==> src/rtl/sb_pkg.sv <==
package sb_pkg;

    typedef enum logic [1:0] {
        ARB_IDLE       = 2'd0,
        ARB_STORE_HOLD = 2'd1,
        ARB_LOAD_HOLD  = 2'd2
    } arb_state_t;

    typedef enum logic [1:0] {
        SEL_NONE  = 2'd0,
        SEL_STORE = 2'd1,
        SEL_LOAD  = 2'd2
    } port_sel_t;

endpackage

==> src/rtl/sb_order_queue.sv <==
module sb_order_queue #(
    parameter int DEPTH = 4,
    localparam int IDX_W = $clog2(DEPTH),
    localparam int CNT_W = $clog2(DEPTH + 1)
) (
    input  logic             clk,
    input  logic             rst_n,
    input  logic             push,
    input  logic             pop,
    output logic [IDX_W-1:0] head_idx,
    output logic [IDX_W-1:0] tail_idx,
    output logic [CNT_W-1:0] count,
    output logic             full,
    output logic             empty
);

    logic [IDX_W-1:0] head_q, tail_q;
    logic [CNT_W-1:0] count_q;

    function automatic logic [IDX_W-1:0] wrap_inc(input logic [IDX_W-1:0] p);
        return (p == IDX_W'(DEPTH - 1)) ? '0 : p + 1'b1;
    endfunction

    always_ff @(posedge clk or negedge rst_n) begin
        if (!rst_n) begin
            head_q  <= '0;
            tail_q  <= '0;
            count_q <= '0;
        end else begin
            if (push) tail_q <= wrap_inc(tail_q);
            if (pop)  head_q <= wrap_inc(head_q);
            if (push && !pop)      count_q <= count_q + 1'b1;
            else if (pop && !push) count_q <= count_q - 1'b1;
        end
    end

    assign head_idx = head_q;
    assign tail_idx = tail_q;
    assign count    = count_q;
    assign full     = (count_q == CNT_W'(DEPTH));
    assign empty    = (count_q == '0);

    AST_NO_OVERFLOW: assert property (@(posedge clk) disable iff (!rst_n)
        push && !pop |-> !full);

    AST_NO_UNDERFLOW: assert property (@(posedge clk) disable iff (!rst_n)
        pop |-> !empty);

endmodule

==> src/rtl/sb_entry_array.sv <==
module sb_entry_array #(
    parameter int DEPTH      = 4,
    parameter int ADDR_W     = 28,
    parameter int LINE_BYTES = 16,
    localparam int IDX_W  = $clog2(DEPTH),
    localparam int DATA_W = LINE_BYTES * 8
) (
    input  logic                  clk,
    input  logic                  rst_n,
    input  logic                  alloc_en,
    input  logic [IDX_W-1:0]      alloc_idx,
    input  logic                  merge_en,
    input  logic [IDX_W-1:0]      merge_idx,
    input  logic                  free_en,
    input  logic [IDX_W-1:0]      free_idx,
    input  logic [ADDR_W-1:0]     wr_line,
    input  logic [DATA_W-1:0]     wr_data,
    input  logic [LINE_BYTES-1:0] wr_be,
    input  logic [ADDR_W-1:0]     ld_line,
    input  logic [IDX_W-1:0]      rd_idx,
    output logic [DEPTH-1:0]      ent_vld,
    output logic [DEPTH-1:0]      st_hit,
    output logic [DEPTH-1:0]      ld_hit,
    output logic [ADDR_W-1:0]     rd_line,
    output logic [DATA_W-1:0]     rd_data,
    output logic [LINE_BYTES-1:0] rd_be
);

    logic                  vld_q  [DEPTH];
    logic [ADDR_W-1:0]     line_q [DEPTH];
    logic [DATA_W-1:0]     data_q [DEPTH];
    logic [LINE_BYTES-1:0] be_q   [DEPTH];

    for (genvar gi = 0; gi < DEPTH; gi++) begin : g_ent
        logic hit_alloc, hit_merge, hit_free;
        assign hit_alloc = alloc_en && (alloc_idx == IDX_W'(gi));
        assign hit_merge = merge_en && (merge_idx == IDX_W'(gi));
        assign hit_free  = free_en  && (free_idx  == IDX_W'(gi));

        always_ff @(posedge clk or negedge rst_n) begin
            if (!rst_n)         vld_q[gi] <= 1'b0;
            else if (hit_alloc) vld_q[gi] <= 1'b1;
            else if (hit_free)  vld_q[gi] <= 1'b0;
        end

        always_ff @(posedge clk) begin
            if (hit_alloc) begin
                line_q[gi] <= wr_line;
                be_q[gi]   <= wr_be;
                for (int b = 0; b < LINE_BYTES; b++)
                    data_q[gi][b*8 +: 8] <= wr_be[b] ? wr_data[b*8 +: 8] : 8'h00;
            end else if (hit_merge) begin
                be_q[gi] <= be_q[gi] | wr_be;
                for (int b = 0; b < LINE_BYTES; b++)
                    if (wr_be[b]) data_q[gi][b*8 +: 8] <= wr_data[b*8 +: 8];
            end
        end

        assign ent_vld[gi] = vld_q[gi];
        assign st_hit[gi]  = vld_q[gi] && (line_q[gi] == wr_line);
        assign ld_hit[gi]  = vld_q[gi] && (line_q[gi] == ld_line);
    end

    assign rd_line = line_q[rd_idx];
    assign rd_data = data_q[rd_idx];
    assign rd_be   = be_q[rd_idx];

    AST_ALLOC_FREE_SLOT: assert property (@(posedge clk) disable iff (!rst_n)
        alloc_en |-> !ent_vld[alloc_idx]);

    AST_MERGE_LIVE_SLOT: assert property (@(posedge clk) disable iff (!rst_n)
        merge_en |-> ent_vld[merge_idx]);

endmodule

==> src/rtl/sb_port_arbiter.sv <==
module sb_port_arbiter
    import sb_pkg::*;
(
    input  logic      clk,
    input  logic      rst_n,
    input  logic      ld_req,
    input  logic      st_avail,
    input  logic      port_ready,
    output port_sel_t sel
);

    arb_state_t state_q, state_d;

    always_ff @(posedge clk or negedge rst_n) begin
        if (!rst_n) state_q <= ARB_IDLE;
        else        state_q <= state_d;
    end

    always_comb begin
        sel = SEL_NONE;
        unique case (state_q)
            ARB_IDLE: begin
                if (ld_req)        sel = SEL_LOAD;
                else if (st_avail) sel = SEL_STORE;
            end
            ARB_STORE_HOLD: sel = SEL_STORE;
            ARB_LOAD_HOLD:  sel = SEL_LOAD;
            default:        sel = SEL_NONE;
        endcase

        if (sel == SEL_STORE && !port_ready)     state_d = ARB_STORE_HOLD;
        else if (sel == SEL_LOAD && !port_ready) state_d = ARB_LOAD_HOLD;
        else                                     state_d = ARB_IDLE;
    end

    AST_STORE_HOLD_NONEMPTY: assert property (@(posedge clk) disable iff (!rst_n)
        state_q == ARB_STORE_HOLD |-> st_avail);

    AST_LOAD_HOLD_CLEAN: assert property (@(posedge clk) disable iff (!rst_n)
        state_q == ARB_LOAD_HOLD |-> ld_req);

endmodule

==> src/rtl/store_coalesce_buffer.sv <==
module store_coalesce_buffer
    import sb_pkg::*;
#(
    parameter int DEPTH      = 4,
    parameter int ADDR_W     = 28,
    parameter int LINE_BYTES = 16,
    localparam int IDX_W  = $clog2(DEPTH),
    localparam int CNT_W  = $clog2(DEPTH + 1),
    localparam int DATA_W = LINE_BYTES * 8
) (
    input  logic                  clk,
    input  logic                  rst_n,
    input  logic                  st_valid,
    output logic                  st_ready,
    input  logic [ADDR_W-1:0]     st_line,
    input  logic [DATA_W-1:0]     st_data,
    input  logic [LINE_BYTES-1:0] st_be,
    input  logic                  ld_valid,
    output logic                  ld_ready,
    input  logic [ADDR_W-1:0]     ld_line,
    output logic                  ld_rvalid,
    output logic [DATA_W-1:0]     ld_rdata,
    input  logic                  fence_valid,
    output logic                  fence_ready,
    output logic                  mem_req_valid,
    input  logic                  mem_req_ready,
    output logic                  mem_req_we,
    output logic [ADDR_W-1:0]     mem_req_line,
    output logic [DATA_W-1:0]     mem_req_data,
    output logic [LINE_BYTES-1:0] mem_req_be,
    input  logic                  mem_rsp_valid,
    input  logic [DATA_W-1:0]     mem_rsp_data
);

    logic [IDX_W-1:0]      head_idx, tail_idx, merge_idx;
    logic [CNT_W-1:0]      count;
    logic                  full, empty;
    logic [DEPTH-1:0]      ent_vld, st_hit, ld_hit, head_mask, merge_vec;
    logic [ADDR_W-1:0]     rd_line;
    logic [DATA_W-1:0]     rd_data;
    logic [LINE_BYTES-1:0] rd_be;
    logic                  merge_hit, st_fire, alloc_en, merge_en, pop;
    logic                  ld_conflict, ld_req;
    port_sel_t             sel;

    sb_order_queue #(.DEPTH(DEPTH)) u_queue (
        .clk      (clk),
        .rst_n    (rst_n),
        .push     (alloc_en),
        .pop      (pop),
        .head_idx (head_idx),
        .tail_idx (tail_idx),
        .count    (count),
        .full     (full),
        .empty    (empty)
    );

    sb_entry_array #(
        .DEPTH      (DEPTH),
        .ADDR_W     (ADDR_W),
        .LINE_BYTES (LINE_BYTES)
    ) u_entries (
        .clk       (clk),
        .rst_n     (rst_n),
        .alloc_en  (alloc_en),
        .alloc_idx (tail_idx),
        .merge_en  (merge_en),
        .merge_idx (merge_idx),
        .free_en   (pop),
        .free_idx  (head_idx),
        .wr_line   (st_line),
        .wr_data   (st_data),
        .wr_be     (st_be),
        .ld_line   (ld_line),
        .rd_idx    (head_idx),
        .ent_vld   (ent_vld),
        .st_hit    (st_hit),
        .ld_hit    (ld_hit),
        .rd_line   (rd_line),
        .rd_data   (rd_data),
        .rd_be     (rd_be)
    );

    sb_port_arbiter u_arb (
        .clk        (clk),
        .rst_n      (rst_n),
        .ld_req     (ld_req),
        .st_avail   (!empty),
        .port_ready (mem_req_ready),
        .sel        (sel)
    );

    // The entry on the memory port is frozen: it never takes a merge.
    always_comb begin
        head_mask = '0;
        if (sel == SEL_STORE) head_mask[head_idx] = 1'b1;
    end

    assign merge_vec = st_hit & ~head_mask;
    assign merge_hit = |merge_vec;

    always_comb begin
        merge_idx = '0;
        for (int i = 0; i < DEPTH; i++)
            if (merge_vec[i]) merge_idx = IDX_W'(i);
    end

    assign st_ready = merge_hit || !full;
    assign st_fire  = st_valid && st_ready;
    assign alloc_en = st_fire && !merge_hit;
    assign merge_en = st_fire && merge_hit;

    assign ld_conflict = |ld_hit;
    assign ld_req      = ld_valid && !ld_conflict;
    assign ld_ready    = (sel == SEL_LOAD) && mem_req_ready;
    assign pop         = (sel == SEL_STORE) && mem_req_ready;

    assign mem_req_valid = (sel != SEL_NONE);
    assign mem_req_we    = (sel == SEL_STORE);
    assign mem_req_line  = (sel == SEL_STORE) ? rd_line : ld_line;
    assign mem_req_data  = (sel == SEL_STORE) ? rd_data : '0;
    assign mem_req_be    = (sel == SEL_STORE) ? rd_be   : '0;

    assign fence_ready = fence_valid && empty;
    assign ld_rvalid   = mem_rsp_valid;
    assign ld_rdata    = mem_rsp_data;

    AST_REQ_STABLE: assert property (@(posedge clk) disable iff (!rst_n)
        mem_req_valid && !mem_req_ready |=> mem_req_valid && $stable(mem_req_we)
            && $stable(mem_req_line) && $stable(mem_req_data));

    AST_LOAD_NO_CONFLICT: assert property (@(posedge clk) disable iff (!rst_n)
        mem_req_valid && !mem_req_we |-> ld_hit == '0);

    AST_FENCE_DRAINED: assert property (@(posedge clk) disable iff (!rst_n)
        fence_ready |-> ent_vld == '0);

    AST_COUNT_TRACKS: assert property (@(posedge clk) disable iff (!rst_n)
        $countones(ent_vld) == int'(count));

    AST_MERGE_ONEHOT: assert property (@(posedge clk) disable iff (!rst_n)
        $onehot0(merge_vec));

    AST_HEAD_NO_MERGE: assert property (@(posedge clk) disable iff (!rst_n)
        merge_en && mem_req_we |-> merge_idx != head_idx);

endmodule

==> config.mk <==
export PLATFORM = sky130hd
export DESIGN_NAME = store_coalesce_buffer
export DESIGN_NICKNAME = d
export VERILOG_FILES = /design/src/rtl/sb_pkg.sv /design/src/rtl/sb_order_queue.sv /design/src/rtl/sb_entry_array.sv /design/src/rtl/sb_port_arbiter.sv /design/src/rtl/store_coalesce_buffer.sv
export SDC_FILE = /design/constraint.sdc
export NUM_CORES = 1
export LEC_CHECK = 0
export BUFFER_PORTS_ARGS = -buffer_cell sky130_fd_sc_hd__buf_2
export CORE_UTILIZATION = 45
export CTS_BUF_LIST = sky130_fd_sc_hd__clkbuf_8 sky130_fd_sc_hd__clkbuf_16
export CTS_CLUSTER_SIZE = 20
export DETAILED_ROUTE_END_ITERATION = 10
export PLACE_DENSITY_LB_ADDON = 0.3
export SYNTH_ARGS = -nofsm -noshare
export SYNTH_HDL_FRONTEND = slang
export SYNTH_SLANG_ARGS = --single-unit
==> constraint.sdc <==
create_clock -name clk -period 10.05 [get_ports clk]
set_input_delay 1.5075 -clock clk [delete_from_list [all_inputs] [get_ports clk]]
set_output_delay 1.5075 -clock clk [all_outputs]
set_load 0.01 [all_outputs]
# [Yosys cells after proc, flatten, opt, wreduce, memory -nomap -nowiden]
# Memories as Yosys holds them, arrays and structs flattened.
# Index checks and enable logic that the tools add are counted.
[totals] out_inout_bits=306 word_cells=539 memories=3 mem_bits_rw=688 register_bits=13
[memory_table] name="u_entries.data_q" words=4 width=128 read_ports=1 rd_clocked_by_memory_dff=0 write_ports=1 line_no="sb_entry_array.sv:31" source="logic [DATA_W-1:0] data_q [DEPTH];"
[memory_table] name="u_entries.line_q" words=4 width=28 read_ports=5 rd_clocked_by_memory_dff=0 write_ports=1 line_no="sb_entry_array.sv:30" source="logic [ADDR_W-1:0] line_q [DEPTH];"
[memory_table] name="u_entries.be_q" words=4 width=16 read_ports=5 rd_clocked_by_memory_dff=0 write_ports=1 line_no="sb_entry_array.sv:32" source="logic [LINE_BYTES-1:0] be_q [DEPTH];"
[op_classes] mux=365 reduce_logical=61 n_addsub=4 n_bitwise=74 eq_ne=22 n_lt_le_gt_ge=2
[ops] cell="8-bit 2-to-1 mux" n=80
[ops] cell="128-bit 2-to-1 mux" n=4
[ops] cell="128-bit OR reduction" n=3
[ops] cell="1-bit 2-to-1 mux" n=245
[ops] cell="28-bit equality test" n=8
[ops] cell="16-bit 2-to-1 mux" n=11
[ops] cell="28-bit 2-to-1 mux" n=4
[ops] cell="28-bit OR reduction" n=3
[ops] cell="1-bit OR" n=68
[ops] cell="16-bit OR" n=4
[ops] cell="16-bit OR reduction" n=3
[ops] cell="1-bit logical AND" n=32
[ops] cell="2-bit 2-to-1 mux" n=16
[ops] cell="2-bit equality test, second input constant" n=8
[ops] cell="2-bit nonzero test" n=6
[ops] cell="2-bit by 1-bit equality test with 1-bit output, second input constant" n=5
[ops] cell="2-bit logical NOT" n=4
[ops] cell="4-bit OR reduction" n=2
[ops] cell="1-bit logical NOT" n=6
[ops] cell="3-bit 2-to-1 mux" n=2
[ops] cell="2-bit case mux with 3 select lines" n=1
[ops] cell="2-bit by 1-bit adder with 2-bit output, second input constant" n=2
[ops] cell="4-bit bitwise AND" n=1
[ops] cell="4-bit 2-to-1 mux" n=1
[ops] cell="other kinds (9)" n=9

# [Depth between registers and ports, before layout]
# Gate-level depths: netlist of run 1.
# An unclocked memory read counts as a cell.
[depth] ltp_word=25 ltp_mapped=17 depth_no_buf=13

# [By module]
# A second synthesis of run 1 with hierarchy kept.
[hier_totals] cells_unflattened=1911 hier_area_um2=32408.6
[by_module_without_submodules] module="sb_entry_array" cells_per_inst=1530 instances=1 area_per_inst_um2=29475.8
[by_module_without_submodules] module="store_coalesce_buffer" cells_per_inst=346 instances=1 area_per_inst_um2=2488.6
[by_module_without_submodules] module="sb_order_queue" cells_per_inst=26 instances=1 area_per_inst_um2=346.6
[by_module_without_submodules] module="sb_port_arbiter" cells_per_inst=9 instances=1 area_per_inst_um2=97.6

# [Least setup slack after synthesis of run 1]
# Ideal clock, no wire load.
[synth_timing] kind="input port to output port" startpoint="in ld_line[26]" endpoint="out mem_req_line[11]" path_slack_ns=5.088 arrival_time_ns=3.455 n_path_buf=3 path_stages=9 path_cell_list="clkbuf_1 xnor2_1 nand4_1 nor4_1 a21boi_0 a31o_2 clkbuf_1 clkbuf_1 mux2_2"
[synth_via] elab_chain_cells=9 elab_cells_between_ends=15
[synth_rtl] element="start, declared" line_no="store_coalesce_buffer.sv:20" source="input logic [ADDR_W-1:0] ld_line,"
[synth_rtl] element="28-bit equality test" line_no="sb_entry_array.sv:61" source="assign ld_hit[gi] = vld_q[gi] && (line_q[gi] == ld_line);"
[synth_rtl] element="1-bit logical AND" line_no="sb_entry_array.sv:61"
[synth_rtl] element="4-bit OR reduction *" line_no="store_coalesce_buffer.sv:113" source="assign ld_conflict = |ld_hit;"
[synth_rtl] element="1-bit logical NOT *" line_no="store_coalesce_buffer.sv:114" source="assign ld_req = ld_valid && !ld_conflict;"
[synth_rtl] element="1-bit logical AND *" line_no="store_coalesce_buffer.sv:114"
[synth_rtl] element="2-bit 2-to-1 mux *" line_no="sb_port_arbiter.sv:23" source="if (ld_req) sel = SEL_LOAD;"
[synth_rtl] element="2-bit case mux with 3 select lines *" line_no="sb_port_arbiter.sv:21" source="unique case (state_q)"
[synth_rtl] element="2-bit by 1-bit equality test with 1-bit output *" line_no="store_coalesce_buffer.sv:120" source="assign mem_req_line = (sel == SEL_STORE) ? rd_line : ld_line;"
[synth_rtl] element="28-bit 2-to-1 mux *" line_no="store_coalesce_buffer.sv:120"
[synth_rtl] element="end, declared" line_no="store_coalesce_buffer.sv:28" source="output logic [ADDR_W-1:0] mem_req_line,"
# Mark *: on every way between the ends. The rest lies on a longest branch, timed or not.

# [Worst setup path in the final report of run 1]
[layout_timing] startpoint="in ld_line[2]" endpoint="out mem_req_line[10]"
# Same word-level chain as after synthesis.

==> impl_metrics.yaml, run 1 <==
outcome:
  outcome: "finished, final reports clean"
final_layout:
  final_cell_mix: "688 x edfxtp_1, 382 x buf_2, 177 x xnor2_1"
  finalNetCount: 2539
  layout.cells.non_filler: 3208
  register_area_mm2: 0.0210
  final_common_cell: "edfxtp_1"
  fillCellCount: 5989
  final_area_mm2: 0.0369
  final_layout_size_suffix_gt1_frac: 0.317
  multiInputGateArea_mm2: 0.0102
  flow.area_growth_from_synthesis_pct: 12.4
logic_synthesis:
  syn_area_per_cell_um2: 16.4
  netlist_instances: 2000
  synth_edf_count: 688
  syn-num-nets: 2345
  async_flop_share: 0.0185
  yosys.area.top_type_share: 0.630
  yosysTopAreaCell: "edfxtp_1"
  synth-seq-cells: 701
  yosysWarnings: 0
  syn_area_mm2: 0.0328
  ys_seq_area_frac: 0.640
  ys.flop_type: "edfxtp_1"
  ys_top_cells_by_area: "edfxtp_1 63%, mux4_2 12%, xnor2_1 4.7%, buf_4 3.0%, nor2b_1 2.9%"
  yosysUniqueCellTypes: 51
clocking:
  post_cts_buffers: 0
  hold_buffers: 0
  clock_latency_ns: 0.63
  clk_pin_slew_ns: 0.06
  cts_tree: "built"
  cts_max_level: 3
  cts.repair.resized: 0
  cts_buffers: 74
  clock-sinks: 701
  root_buffer: "clkbuf_16"
  clock_path_buffers: 3
critical_path:
  cp-start-kind: "input port"
  end_kind: "output port"
  critPathKind: "in2out"
  r2r-end: "u_entries.be_q[0][12]$_DFFE_PP_"
  rrSetupSlack_ns: 4.49
  rr_startpoint: "u_entries.line_q[2][4]$_DFFE_PP_"
  crit_fanout: 71
  worstRegToRegCells: 9
  cp.required_ns: 8.54
  arrival_ns: 5.14
placed_design:
  dp_hpwl_um: 69100
  place_area_mm2: 0.0344
  place_ws_ns: 3.31
  port_buffers: 382
  dp_cells: 3068
  place_congestion: 0.933
grt:
  grt_max_degree: 101
  grt_remaining_overflow: 0
  grt_use_total: 0.263
  grt_pass1_wl_um: 139000
  antenna_found_initial: 13
  grt_pass1_vias: 19100
timing:
  post-route-min-period_ns: 6.65
  max_slew_margin: 0.0558
  fmax_ghz: 0.150
  rsz0062_at_grt: "no"
  period_share: 0.662
  tightest_slew_ns: 1.42
  hold_violations: 0
  setup-violations-final: 0
  fin_tns_setup_ns: 0
  setup_ws_ns: 3.40
  slew_viol_final: 0
  clock_skew_ns: 0.0410
min_path:
  hold_path_depth: 1
  worstHoldStart: "u_entries.be_q[2][9]$_DFFE_PP_"
  hold_path_class: "reg2reg"
  hold_path_end: "u_entries.be_q[2][9]$_DFFE_PP_"
drt:
  via_count: 18700
  initialDrtViolationCount: 1682
  post_drt_wl_per_cell_um: 30.6
  avgViaCountPerCell: 5.83
  wl_um: 98200
  antenna_left: 0
  drt_first_pass_iters: 5
  drc: 0
floorplanning:
  die_w_um: 272
  die_y_um: 272
  io_pins: 641
  fp.coreArea_mm2: 0.0719
  initial_core_util: 0.456
  rows: 98
  die_area_mm2: 0.0740
power:
  vdd_drop_max_mv: 0.198
  power.leakage_uw: 0.0128
  powerDensity_mw_per_mm2: 271
job:
  drv_cap: 0
[synth_stat cells, types with 3 or more instances]
library cell,count
edfxtp_1,688
xnor2_1,177
mux4_2,172
nor2b_1,150
and2_1,133
buf_4,129
clkbuf_1,124
nand4_1,47
a22o_1,38
a21o_1,35
xor2_1,35
a32o_1,32
mux2_2,29
a31o_1,28
nand2_1,20
nor4_1,20
inv_1,16
nand3_1,14
dfrtp_1,13
nand2b_1,13
ha_1,9
buf_6,8
nor2_1,8
buf_2,6
or4_1,6
a21oi_1,5
a31o_2,5
buf_1,5
o21ai_0,5
nor3_1,3
[logic make-up (layout without fill, tap and decap cells)]
kind of cell | Yosys count | in the layout | synth area share
buffers and inverters | 288 | 541 | 0.0498
adder cells (fa/ha/maj) | 10 | 10 | 0.00404
AND/OR/NAND/NOR | 424 | 424 | 0.0788
flip-flops | 701 | 701 | 0.640
multiplexers | 204 | 204 | 0.129
other | 0 | 5 | 0
XOR/XNOR | 212 | 212 | 0.0566
AO/OA/AOI/OAI | 161 | 161 | 0.0415
[stage by stage]
step | hold WS, ns | power (uW) | util
3_3_place_gp | 0.527 | 7360 | 0.479
6_report | 0.546 | 9990 | 0.513
2_1_floorplan | 0.459 | 6250 | -
5_1_grt | 0.561 | 10400 | 0.513
3_5_place_dp | 0.534 | 7400 | 0.479
4_1_cts | 0.548 | 10100 | 0.513
[where the power goes]
part | internal, uW | switching, uW | leakage, uW
Sequential | 3880 | 360 | 0.00654
Combinational | 1390 | 1670 | 0.00499
Clock | 1540 | 1150 | 0.00124
[area by class of cell]
| class | count | share of cell area |
|---|---|---|
| sequential | 701 | 0.570 |
| multi-input combinational | 1011 | 0.277 |
| timing repair buffer | 390 | 0.0538 |
| clock buffer | 75 | 0.0506 |
| tap | 950 | 0.0322 |
| clock inverter | 60 | 0.0146 |
| inverter | 16 | 0.00163 |
| antenna | 5 | 0.000339 |
[per-layer routing]
metal | up-vias | track usage | part of all wire
li1 | 7969 | - | -
met1 | 9601 | 0.322 | 0.37
met2 | 931 | 0.436 | 0.49
met3 | 209 | 0.0734 | 0.088
met4 | 6 | 0.115 | 0.044
met5 | - | 0 | 0.00034
[worst max path at each step]
stage	start	to	slack, ns	depth (start not counted)
2_1_floorplan	ld_line[26]	mem_req_line[11]	5.09	9
3_3_place_gp	ld_line[14]	u_entries.be_q[1][2]$_DFFE_PP_	3.42	10
3_5_place_dp	ld_line[2]	u_entries.be_q[1][4]$_DFFE_PP_	3.31	10
4_1_cts	ld_line[2]	mem_req_line[10]	3.41	10
5_1_grt	ld_line[6]	mem_req_line[10]	3.19	10
6_report	ld_line[2]	mem_req_line[10]	3.40	10
[flip-flops by register name, summed over array words and instances (netlist names)]
signal	flops
u_queue.head_idx	2
u_entries.line_q	112
u_queue.tail_idx	2
u_arb.state_q	2
u_entries.data_q	512
u_queue.count	3
u_entries.ent_vld	4
u_entries.be_q	64
[critical path: stages]
cell and delay [ns]:
buf_2 0.17, xnor2_1 0.19, nand4_1 0.17, nor4_1 0.11, a32oi_1 0.32, a31o_4 0.78, buf_4 0.86, inv_1 0.47
o21ai_0 0.34, buf_2 0.18
Note: power is estimated with default switching activity, not from simulation.
==> inputs of run 2 (changes only) <==
- clock period: 10.05 -> 5.4 ns (I/O delays scaled with it)
==> run 2 against run 1 <==
Design area increased by 0.55%; hold slack worse by 0.42 ns; cell count up 0.72%; setup slack got worse by 2.6 ns; combinational power increased by 91%; routed wire length shrank 2.0%; largest power group unchanged; highest routed layer unchanged.
==> impl_metrics.yaml, run 2 (same netlist as run 1, synthesis figures left out) <==
grt:
  grt_remaining_overflow: 0
  grt_max_degree: 137
  antenna_found_initial: 21
  grt_pass1_wl_um: 137000
  grt_use_total: 0.258
  grt_pass1_vias: 19400
timing:
  fin_tns_setup_ns: 0
  rsz0062_at_grt: "no"
  tightest_slew_ns: 1.07
  hold_violations: 0
  post-route-min-period_ns: 4.58
  fmax_ghz: 0.218
  setup-violations-final: 0
  max_slew_margin: 0.290
  clock_skew_ns: 0.0361
  period_share: 0.848
  slew_viol_final: 0
clocking:
  cts.repair.resized: 0
  hold_buffers: 0
  clock_latency_ns: 0.62
  clock-sinks: 701
  cts_tree: "built"
  clk_pin_slew_ns: 0.06
  cts_buffers: 75
  cts_max_level: 3
  post_cts_buffers: 0
  root_buffer: "clkbuf_16"
  clock_path_buffers: 3
min_path:
  hold_path_class: "in2async"
power:
  powerDensity_mw_per_mm2: 504
  p_switching_uw: 5930
  power.leakage_uw: 0.0128
  power.internal_uw: 12800
  pwr-share-comb: 0.314
  swShare: 0.317
  vdd_drop_max_mv: 0.323
  p_clk_frac: 0.269
  p_seq_frac: 0.417
drt:
  wl_um: 96200
  drc: 0
  avgViaCountPerCell: 5.84
  antenna_left: 0
  drt_first_pass_iters: 6
  initialDrtViolationCount: 1791
  post_drt_wl_per_cell_um: 29.8
  via_count: 18900
floorplanning:
  die_y_um: 272
  die_w_um: 272
  io_pins: 641
  fp.coreArea_mm2: 0.0719
  die_area_mm2: 0.0740
  rows: 98
  initial_core_util: 0.456
critical_path:
  critPathKind: "reg2out"
  arrival_ns: 3.77
  cp-start-kind: "flop"
  end_kind: "output port"
  crit_fanout: 85
  cp.required_ns: 4.59
final_layout:
  final_layout_size_suffix_gt1_frac: 0.323
  finalNetCount: 2561
  flow.area_growth_from_synthesis_pct: 13.0
  largest_reg_flops: 512
  final_common_cell: "edfxtp_1"
  final_area_mm2: 0.0371
  top_regs: "u_entries.data_q (512), u_entries.line_q (112), u_entries.be_q (64)"
  utilization: 0.516
  regMostFlops: "u_entries.data_q"
  final_cell_mix: "688 x edfxtp_1, 382 x buf_2, 177 x xnor2_1"
placed_design:
  place_congestion: 0.991
  dp_hpwl_um: 69200
  port_buffers: 382
  place_area_mm2: 0.0346
outcome:
  outcome: "finished, final reports clean"
job:
  drv_cap: 0
run 2: cell count changes in the layout (fill, tap and decap cells not counted), moves of 3 or more:
cell / delta
and2_2: -4
diode_2: +6
buf_12: +4
and2_1: +4
buf_4: +17
inv_1: -9
clkinvlp_4: +3
run 2: layout make-up:
cell class	instances	area, um^2
diodes	11	27.5
clock buffers	76	1900
clock inverters	55	485
fillers	5982	34800
inverters	16	60.1
multi-input cells	1011	10200
flip-flops and latches	701	21000
well taps	950	1190
repair buffers	411	2190
run 2: critical path, stage by stage, from the launching register on:
cell,delay [ns]
edfxtp_1,0.44
xnor2_1,0.31
nand4_1,0.22
nor4_1,0.61
a21oi_1,0.20
a31o_4,0.32
buf_4,0.41
nor2b_1,0.37
buf_2,0.19
run 2: per-layer routing:
metal	vias up	track usage	part of all wire
met3	212	0.0719	0.091
met4	12	0.113	0.044
met1	9723	0.322	0.38
met2	914	0.419	0.49
li1	8019	-	-
met5	-	0.00513	0.0010
run 2: path summary, 6_finish.rpt:
kind / slack [ns] / from / cells after the start / end
max in group asynchronous: 4.97 / rst_n / 1 / u_queue.head_idx[0]$_DFFE_PN0P_
min: 0.12 / rst_n / 1 / u_arb.state_q[0]$_DFF_PN0_
max reg2reg: 1.09 / u_entries.line_q[1][21]$_DFFE_PP_ / 9 / u_entries.data_q[1][37]$_DFFE_PP_
min reg2reg: 0.55 / u_entries.be_q[3][13]$_DFFE_PP_ / 1 / u_entries.be_q[3][13]$_DFFE_PP_
min in group clk: 0.44 / mem_req_ready / 2 / u_arb.state_q[0]$_DFF_PN0_
max: 0.82 / u_entries.line_q[3][0]$_DFFE_PP_ / 8 / mem_req_data[53]
run 2: power by group through the flow:
stage               clock, uW  combinational (uW)  sequential [uW]
floorplan                   0                4080             7560
global placement            0                5940             7840
detailed placement          0                5930             7900
CTS                      5120                5950             7790
global route             5320                6260             7880
finish                   5030                5870             7790
run 2: stage by stage:
step                setup WS (ns)  std cells  total power [uW]  hold WS (ns)
floorplan                    1.45       2000             11600         0.459
global placement            0.560       3089             13800         0.527
detailed placement          0.599       3089             13800         0.534
CTS                         0.934       3220             18900        0.0848
global route                0.767       3228             19500         0.102
finish                      0.823       3231             18700         0.122
